[src/rtl/pgwalk_pkg.sv]
`timescale 1ns/1ps
// Shared types for the page table walker.
package pgwalk_pkg;
    typedef enum logic [2:0] {
        ST_IDLE,
        ST_RD1,
        ST_RD2,
        ST_WB,
        ST_DONE,
        ST_FAULT
    } walk_st_e;

    localparam int PTE_VALID_BIT = 0;
    localparam int PTE_DIRTY_BIT = 1;
    localparam int PTE_LOG_BYTES = 2;
endpackage

[src/rtl/pgwalk_gate.sv]
`timescale 1ns/1ps
// pgwalk_gate: decides whether a request bypasses translation, or is
// rejected because its address lies above the translated range.
// Assumes the top address bit marks the untranslated upper half.
module pgwalk_gate #(
    parameter int AW = 32
) (
    input  logic [AW-1:0] vaddr,
    input  logic          xlate_en,
    input  logic          sys_mode,
    output logic          bypass,
    output logic          range_fault
);
    // Classify the request from mode, enable and the address top bit.
    always_comb begin
        bypass      = sys_mode || !xlate_en;
        range_fault = !bypass && vaddr[AW-1];
    end
endmodule

[src/rtl/pgwalk_addr.sv]
`timescale 1ns/1ps
// pgwalk_addr: address arithmetic for both table levels and the final
// physical address. Assumes l2_log < l1_log < AW-1; the shift amounts are
// runtime values.
module pgwalk_addr
    import pgwalk_pkg::*;
#(
    parameter int AW = 32,
    parameter int SW = 5
) (
    input  logic [AW-1:0] vaddr,
    input  logic [AW-1:0] ptbase,
    input  logic [SW-1:0] l1_log,
    input  logic [SW-1:0] l2_log,
    input  logic [AW-1:0] l1_pte,
    input  logic [AW-1:0] leaf_pte,
    output logic [AW-1:0] l1_pte_addr,
    output logic [AW-1:0] l2_pte_addr,
    output logic [AW-1:0] phys_addr
);
    localparam logic [AW-1:0] ONE       = {{(AW-1){1'b0}}, 1'b1};
    localparam logic [AW-1:0] WORD_MASK = ~((ONE << PTE_LOG_BYTES) - ONE);

    logic [AW-1:0] va_lo;
    logic [AW-1:0] idx2_mask;
    logic [AW-1:0] off_mask;

    // Build the index masks from the runtime size fields.
    always_comb begin
        va_lo     = {1'b0, vaddr[AW-2:0]};
        idx2_mask = (ONE << (l1_log - l2_log)) - ONE;
        off_mask  = (ONE << l2_log) - ONE;
    end

    // Form the two entry addresses and the translated address.
    always_comb begin
        l1_pte_addr = ptbase + ((va_lo >> l1_log) << PTE_LOG_BYTES);
        l2_pte_addr = (l1_pte & WORD_MASK)
                    + (((va_lo >> l2_log) & idx2_mask) << PTE_LOG_BYTES);
        phys_addr   = (leaf_pte & ~off_mask) + (vaddr & off_mask);
    end
endmodule

[src/rtl/pgwalk_top.sv]
`timescale 1ns/1ps
// pgwalk_top: two-level page table walker. Takes one request at a time,
// reads the first-level and leaf entries, optionally writes the leaf back
// with its dirty bit set, then gives a one-cycle response. The config is
// sampled at acceptance. Memory holds a request until mem_ack, and read
// data is valid with the ack.
module pgwalk_top
    import pgwalk_pkg::*;
#(
    parameter int AW = 32,
    parameter int SW = 5
) (
    input  logic          clk,
    input  logic          rst_n,
    input  logic          req_valid,
    output logic          req_ready,
    input  logic [AW-1:0] req_vaddr,
    input  logic          req_write,
    input  logic [AW-1:0] cfg_ptbase,
    input  logic [AW-1:0] cfg_ptsize,
    input  logic          cfg_xlate_en,
    input  logic          cfg_sys_mode,
    output logic          mem_valid,
    output logic          mem_we,
    output logic [AW-1:0] mem_addr,
    output logic [AW-1:0] mem_wdata,
    input  logic          mem_ack,
    input  logic [AW-1:0] mem_rdata,
    output logic          rsp_valid,
    output logic          rsp_fault,
    output logic [AW-1:0] rsp_paddr,
    output logic [AW-1:0] fault_vaddr
);
    localparam int HALF = AW / 2;

    walk_st_e      st_q;
    logic [AW-1:0] va_q, base_q, pte1_q, leaf_q, paddr_q, fva_q;
    logic          wr_q;
    logic [SW-1:0] l1_q, l2_q;
    logic          bypass, range_fault;
    logic [AW-1:0] a1, a2, pa;
    logic          cfg_unused;

    // Mark the size-field bits above the shift width as deliberately unused.
    assign cfg_unused = ^{cfg_ptsize[AW-1:HALF+SW], cfg_ptsize[HALF-1:SW]};

    pgwalk_gate #(.AW(AW)) gate_i (
        .vaddr       (req_vaddr),
        .xlate_en    (cfg_xlate_en),
        .sys_mode    (cfg_sys_mode),
        .bypass      (bypass),
        .range_fault (range_fault)
    );

    pgwalk_addr #(.AW(AW), .SW(SW)) addr_i (
        .vaddr       (va_q),
        .ptbase      (base_q),
        .l1_log      (l1_q),
        .l2_log      (l2_q),
        .l1_pte      (pte1_q),
        .leaf_pte    (mem_rdata),
        .l1_pte_addr (a1),
        .l2_pte_addr (a2),
        .phys_addr   (pa)
    );

    // Walk state machine plus the captured request and config.
    always_ff @(posedge clk) begin
        if (!rst_n) begin
            st_q    <= ST_IDLE;
            va_q    <= '0;
            base_q  <= '0;
            pte1_q  <= '0;
            leaf_q  <= '0;
            paddr_q <= '0;
            fva_q   <= '0;
            wr_q    <= 1'b0;
            l1_q    <= '0;
            l2_q    <= '0;
        end else begin
            case (st_q)
                ST_IDLE: if (req_valid) begin
                    va_q   <= req_vaddr;
                    wr_q   <= req_write;
                    base_q <= cfg_ptbase;
                    l1_q   <= cfg_ptsize[SW-1:0];
                    l2_q   <= cfg_ptsize[HALF+SW-1:HALF];
                    if (bypass) begin
                        paddr_q <= req_vaddr;
                        st_q    <= ST_DONE;
                    end else if (range_fault) begin
                        fva_q <= req_vaddr;
                        st_q  <= ST_FAULT;
                    end else begin
                        st_q <= ST_RD1;
                    end
                end
                ST_RD1: if (mem_ack) begin
                    pte1_q <= mem_rdata;
                    if (mem_rdata[PTE_VALID_BIT]) begin
                        st_q <= ST_RD2;
                    end else begin
                        fva_q <= va_q;
                        st_q  <= ST_FAULT;
                    end
                end
                ST_RD2: if (mem_ack) begin
                    leaf_q  <= mem_rdata;
                    paddr_q <= pa;
                    if (!mem_rdata[PTE_VALID_BIT]) begin
                        fva_q <= va_q;
                        st_q  <= ST_FAULT;
                    end else if (wr_q && !mem_rdata[PTE_DIRTY_BIT]) begin
                        st_q <= ST_WB;
                    end else begin
                        st_q <= ST_DONE;
                    end
                end
                ST_WB: if (mem_ack) st_q <= ST_DONE;
                default: st_q <= ST_IDLE;
            endcase
        end
    end

    // Drive memory and response ports from the current state.
    always_comb begin
        req_ready   = (st_q == ST_IDLE);
        mem_valid   = (st_q == ST_RD1) || (st_q == ST_RD2) || (st_q == ST_WB);
        mem_we      = (st_q == ST_WB);
        mem_addr    = (st_q == ST_RD1) ? a1 : a2;
        mem_wdata   = leaf_q;
        mem_wdata[PTE_DIRTY_BIT] = 1'b1;
        rsp_valid   = (st_q == ST_DONE) || (st_q == ST_FAULT);
        rsp_fault   = (st_q == ST_FAULT);
        rsp_paddr   = paddr_q;
        fault_vaddr = fva_q;
    end
endmodule

[config.mk]
export PLATFORM = sky130hd
export DESIGN_NAME = pgwalk_top
export DESIGN_NICKNAME = d
export VERILOG_FILES = /design/src/rtl/pgwalk_pkg.sv /design/src/rtl/pgwalk_gate.sv /design/src/rtl/pgwalk_addr.sv /design/src/rtl/pgwalk_top.sv
export SDC_FILE = /design/constraint.sdc
export NUM_CORES = 1
export LEC_CHECK = 0
export ABC_AREA = 1
export BUFFER_PORTS_ARGS = -buffer_cell sky130_fd_sc_hd__buf_4
export CELL_PAD_IN_SITES_DETAIL_PLACEMENT = 0
export CELL_PAD_IN_SITES_GLOBAL_PLACEMENT = 2
export CORE_MARGIN = 4
export CORE_UTILIZATION = 28
export DETAILED_ROUTE_END_ITERATION = 16
export HOLD_SLACK_MARGIN = 0.03
export PLACE_DENSITY_LB_ADDON = 0.15
export SYNTH_ARGS = -nofsm -noshare
export SYNTH_HDL_FRONTEND = slang
export SYNTH_SLANG_ARGS = --single-unit
export TNS_END_PERCENT = 100
[constraint.sdc]
create_clock -name clk -period 6.5 [get_ports clk]
set_clock_uncertainty 0.1 [all_clocks]
set_input_delay 1.3 -clock clk [delete_from_list [all_inputs] [get_ports clk]]
set_output_delay 1.3 -clock clk [all_outputs]
set_load 0.02 [all_outputs]
==> reports/metrics.csv, run 1 <==
metric,value,unit
grt_max_degree,79,
insertion_delay,590,ps
nNetsFinal,3242,
grt_overflow_total,0,
placed_cell_area,20230,um2
cp_num_buf_inv,11,
avgRoutedWirePerCell,22.50,um
relSlewSlack,0.1625,
vdd_drop_max,0.0002611,V
yosys.area.top_type,dfxtp_1,
gp_congestion,0.9382,
first_pass_iters,6,
post-route-min-period,6549,ps
drv_cap,0,
grt_antenna_before_repair,0,
num_antenna_cells,0,
rsz0062_at_grt,yes,
timing.hold.worst_path_depth,2,
crit_slowest_cell,fa_2,
clk_pin_slew,60,ps
instances_no_fill,3824,
finalHoldViolations,0,
synth_fp_nets,2893,
postRouteAntennaNets,0,
cp-start-kind,flip-flop,
dpl_worst_slack,-244.3,ps
yosysSeqAreaShare,0.2462,
tightest_slew,1253,ps
cp.depth,30,
synth_top_family_by_area,simple AND/OR/NAND/NOR gates,
grt_pass1_wl,124.1,mm
numClockSinks,203,
core_area,58030,um2
async_reset_ff_frac,0,
synth_compound_area_frac,0.2519,
drt_iter0_drc,1433,
cellPowerDensity,319.0,nW/um2
rows,88,
grt_pass1_vias,18800,
cp_data_arrival_time,5150,ps
critical_path.max_stage_delay,580,ps
hp-class,reg -> reg,
cts-root-buf,clkbuf_16,
syn_to_final_growth,37.00,%
die_h,250.8,um
synthAdderAreaFrac,0.05443,
viasPerCell,5.140,
fin_ws,-48.93,ps
synthTopCellsByArea,"dfxtp_1, nand2_1, o21ai_0",
synthSimpleGateAreaFrac,0.3099,
criticalPathCategory,reg -> out,
dp_cells,3744,
hpwl,67.72,mm
numCtsBuffers,28,
synth_area,16500,um2
drive_gt1_frac,0.2619,
hold_ws,363.6,ps
period_share,1.008,
status,finished with violations,
cts_tree,yes,
h-tree-depth,1,
start_util,0.2844,
critPathMostFrequentCell,buf_4,
vias,19660,
ff2ff_path_depth,19,
yosys.area.top_type_share,0.2462,
syn_inst,2688,
finalMaxSlewViolations,0,
io_buffers,244,
setup.worst_path.end_class,output pin,
violations,setup timing,
dieArea,62890,um2
finalSetupTns,-79.87,ps
finalInstanceArea,22610,um2
setup_viol,2,
worstPathRequired,5100,ps
power.leakage,10.28,nW
die_x,250.8,um
routed_wl,86.04,mm
synthMuxAreaShare,0.02365,
ios,268,
avgSynthCellArea,6.140,um2
synth_edf_count,0,
clock_path_buffers,3,
ys_types,65,
cts_hold_buf,0,
ys_ff_latch,203,
synth_warnings,0,
track_usage,0.2580,
yosys_most_used_dff,dfxtp_1,
synthXorXnorAreaFrac,0.01842,
drc_errors,0,
fmax,152.7,MHz
crit_path_max_fanout,3,
path_delay_family,simple AND/OR/NAND/NOR gates,
-- cells by family (layout without fill, tap and decap cells) --
family,count (synthesis),count (layout)
flip-flops,203,203
adder cells (fa/ha/maj),70,70
other,2,2
multiplexers,39,39
buffers and inverters,399,770
XOR/XNOR,33,33
AO/OA/AOI/OAI,767,767
AND/OR/NAND/NOR,1175,1175
-- area by class of cell --
type	instances	area (um2)
fill	6315	35410
multi-input combinational	2086	11900
sequential	203	4074
timing repair buffer	473	3735
tap	765	957.2
inverter	245	939.7
clock buffer	34	753.2
clock inverter	18	252.7
-- cells in the final DEF (no fill, tap or decap), types with 10 or more instances in the layout --
master     synthesis  final
inv_2             15     30
clkbuf_16          0     29
o21ai_1           22     41
o211ai_1          17     17
dfxtp_1          203    197
nor2_2            11     28
nor2_4             8     20
nand3_1          155    150
inv_1            228    209
xor2_1            20     18
nor2_1           216    187
nand4_1           22     22
a21oi_2            1     20
nand2_2           13     28
o21ai_0          313    263
nor3_1            34     21
o21ai_2            2     30
or2_2             14     13
nand3b_1          10     10
buf_4              5    440
o22ai_1           23     21
mux2i_1           39     38
a21oi_1          288    263
ha_1              67     56
nand3_2           10     15
a31oi_1           46     43
buf_6              4     25
nand2_1          660    641
-- power by group --
part           switching [mW]  internal [mW]
Combinational            2.53           1.52
Clock                   0.657           1.03
Sequential              0.110           1.37
Total                    3.30           3.91
-- worst register-to-register path: stages (launching register included) --
cell      delay (ps)
dfxtp_1          390
buf_4            400
nor2_8           180
nand2_2          280
nor2_1           160
inv_1             80
ha_1             260
o21ai_2          130
nor2_4           250
nand3_1          160
nor2_1           180
xor2_1           210
and2_1           160
ha_1             180
nand3_1          140
o21bai_1         190
nor2_1            60
o21ai_0          470
o211ai_1         170
a21oi_1          170
-- stage by stage --
step           power (mW)    util
3_3_place_gp        5.035  0.3486
4_1_cts             6.943  0.3739
3_5_place_dp        5.032  0.3486
5_1_grt             7.621  0.3897
2_1_floorplan       3.476       -
6_report            7.213  0.3897
-- per-layer routing --
| layer | up-vias | global-route usage | wire [um] |
|---|---|---|---|
| li1 | 9780 | - | - |
| met1 | 9262 | 0.3469 | 38390 |
| met2 | 519 | 0.4446 | 41330 |
| met3 | 95 | 0.02483 | 3594 |
| met5 | - | 0 | 0 |
| met4 | 0 | 0.06768 | 2724 |
-- registers in the layout, indices dropped and copies added (netlist names) --
register and count:
fault_vaddr 32, leaf_q 31, base_q 32, rsp_paddr 32
l2_q 5, st_q 3, wr_q 1, pte1_q 30
l1_q 5, va_q 32
-- cell usage after synthesis (all sizes together) (5+ instances only) --
cell     number
o2111ai       6
o211ai       17
xnor2        12
xor2         21
o31ai         5
nor3         38
o21ai       337
buf          34
a211oi        7
a31oi        47
nand4        22
clkbuf      120
nor4          8
mux2i        39
a21o          6
or2          14
nand2       675
ha           67
nand3       166
inv         244
a21boi        5
dfxtp       203
a21oi       289
o22ai        23
nand3b       12
nor2        238
-- worst paths after layout --
path,slack (ps),to,from
setup reg to reg,2140,rsp_paddr[29],l2_q[4]
setup / recovery,-50,mem_addr[31],l1_q[0]
hold / removal,360,leaf_q[19],leaf_q[19]
hold reg to reg,360,leaf_q[19],leaf_q[19]
-- timing repair --
| action | in CTS | in global routing |
|---|---|---|
| hold endpoints to repair | 0 | 0 |
| pin swaps | 32 | 74 |
| setup buffers | 17 | 16 |
| gates resized for setup | 107 | 222 |
| gates cloned | 0 | 1 |
| setup endpoints to repair | 22 | 21 |
Power figures use the tool's default switching activity.
==> run 2, diff against run 1 <==
- ABC_AREA: 1 -> 0
- CORE_UTILIZATION: 28 -> 29
==> reports/metrics.csv, run 2 <==
metric,value,unit
status,finished with violations,
violations,setup timing,
synth_area,16110,um2
clock_path_buffers,3,
dp_cells,3217,
criticalPathCategory,reg -> out,
p_total,5.006,mW
core_area,55090,um2
drt_iter0_drc,1226,
insertion_delay,580,ps
numClockSinks,203,
routed_wl,76.09,mm
drv_cap,0,
hold_start,base_q[1],
finalMaxSlewViolations,0,
power.leakage,9.108,nW
yosys-top-cells-count,"nand2_1, a21oi_1, dfxtp_1",
rows,86,
crit_path_max_fanout,6,
vdd_drop_max,0.0001946,V
timing.hold.worst_path_depth,2,
ys_types,92,
holdPathEnd,base_q[1],
die_x,243.7,um
syn_inst,2246,
start_util,0.2924,
cts-root-buf,clkbuf_16,
instances_no_fill,3290,
vias,17400,
gp_congestion,0.9361,
postRouteAntennaNets,0,
drive_gt1_frac,0.2609,
grt_pass1_wl,111.1,mm
grt_overflow_total,0,
ios,268,
dieArea,59380,um2
die_h,243.7,um
timing.rr.end,rsp_paddr[31],
finalHoldViolations,0,
synth_warnings,0,
yosys.area.top_type_share,0.2523,
h-tree-depth,1,
finalSetupTns,-4837,ps
hpwl,58.53,mm
avgRoutedWirePerCell,23.13,um
cellPowerDensity,235.1,nW/um2
mostFrequentLayoutCell,nand2_1,
yosysSeqAreaShare,0.2523,
grt_pass1_vias,17000,
cts_hold_buf,0,
hold_ws,353.1,ps
r2r_slack,1920,ps
cp_data_arrival_time,5510,ps
post-route-min-period,6907,ps
io_buffers,244,
drc_errors,0,
yosys.area.top_type,dfxtp_1,
avgSynthCellArea,7.171,um2
syn_to_final_growth,32.20,%
first_pass_iters,5,
rsz0062_at_grt,yes,
async_reset_ff_frac,0,
setup.worst_path.end_class,output pin,
yosys_most_used_dff,dfxtp_1,
setup_viol,20,
grt_antenna_before_repair,2,
fin_ws,-407.3,ps
synth_fp_nets,2451,
synth_edf_count,0,
numCtsBuffers,26,
grt_max_degree,83,
critPathMostFrequentCell,a21oi_2,
ys_ff_latch,203,
fmax,144.8,MHz
crit_slowest_cell,or3b_4,
critical_path.max_stage_delay,410,ps
cp-start-kind,flip-flop,
viasPerCell,5.290,
track_usage,0.2441,
hp-class,reg -> reg,
synthTopCellsByArea,"dfxtp_1, nand2_1, a21oi_1",
worstPathRequired,5100,ps
period_share,1.063,
tightest_slew,1178,ps
nNetsFinal,2726,
ff2ff_path_depth,17,
clk_pin_slew,60,ps
final_cell_mix,"nand2_1, buf_4, a21oi_1",
timing.rr.start,l2_q[4],
cts_tree,yes,
relSlewSlack,0.2127,
yosysMostFrequentCell,nand2_1,
==> run 2: changes by cell type after synthesis, sizes merged, moves of 25 or more <==
cell,before,now
mux2,0,26
o211a,0,37
nand2,675,510
nor2b,0,26
mux2i,39,75
o21ai,337,129
nand3,166,63
xnor2,12,44
nor2,238,161
a31oi,47,22
inv,244,29
a211oi,7,37
==> run 2: kinds of logic (layout without fill, tap and decap cells) <==
logic type / Yosys count / after routing / share of synthesized area
compound gates: 663 / 663 / 0.2587
xor+xnor: 71 / 71 / 0.03861
fa+ha+maj: 70 / 70 / 0.05578
buf+inv: 208 / 503 / 0.05173
flops: 203 / 203 / 0.2523
mux: 123 / 123 / 0.09555
other cells: 2 / 3 / 0.0004663
simple gates: 906 / 906 / 0.2469
==> run 2: how the worst max path moves through the flow <==
| stage | startpoint | endpoint | slack, ps | depth (start not counted) |
|---|---|---|---|---|
| final | l1_q[0] | mem_addr[21] | -410 | 28 |
| after global routing | l1_q[0] | mem_addr[30] | -690 | 28 |
| after floorplan | l2_q[1] | mem_addr[23] | -8 | 28 |
| after detailed placement | l1_q[0] | mem_addr[29] | -220 | 27 |
| after global placement | l1_q[0] | mem_addr[29] | -200 | 26 |
| after CTS | l1_q[0] | mem_addr[19] | -510 | 27 |
==> run 2: through the flow <==
stage	setup slack, ps	utilization	area (um2)
floorplan	-8.198	-	16380
global placement	-199.9	0.3553	19580
detailed placement	-223.0	0.3553	19580
CTS	-508.7	0.3824	21070
global route	-693.7	0.3864	21290
finish	-407.3	0.3865	21290
==> run 2: power breakdown <==
group          total, mW  internal (mW)  switching [mW]  leakage, nW
clock network       1.52          0.906           0.616        0.438
logic               2.08          0.838            1.24         7.01
registers           1.40           1.31          0.0901         1.66
==> run 2: cell type report <==
class                           count  area, um2
Clock buffer                       36      728.2
Clock inverter                     12      166.4
Antenna cell                        1      2.502
Multi-Input combinational cell   1835      11960
Fill cell                        5877      33800
Timing Repair Buffer              423       3284
Inverter                           32      142.6
Sequential cell                   203       4078
Tap cell                          748      935.9
==> run 2: timing repair <==
action | in CTS | in global routing
pin swaps | 53 | 30
gates resized for setup | 104 | 48
endpoints found under the setup margin | 22 | 24
endpoints found under the hold margin | 0 | 0
setup buffers | 20 | 8
==> run 2: metal layers <==
metal | part of all wire | vias up | wire (um) | GRT usage
li1 | - | 8516 | - | -
met1 | 0.45 | 8323 | 34180 | 0.3221
met2 | 0.48 | 457 | 36200 | 0.4174
met3 | 0.040 | 108 | 3068 | 0.02972
met4 | 0.035 | 0 | 2634 | 0.07578
met5 | 0 | - | 0 | 0
==> run 2: critical path: cells and delay by family, from the launching register on <==
family / cells / cell delay, ps
buf+inv: 3 / 340
simple gates: 12 / 1740
flops: 1 / 380
fa+ha+maj: 4 / 990
xor+xnor: 2 / 360
compound gates: 7 / 1110
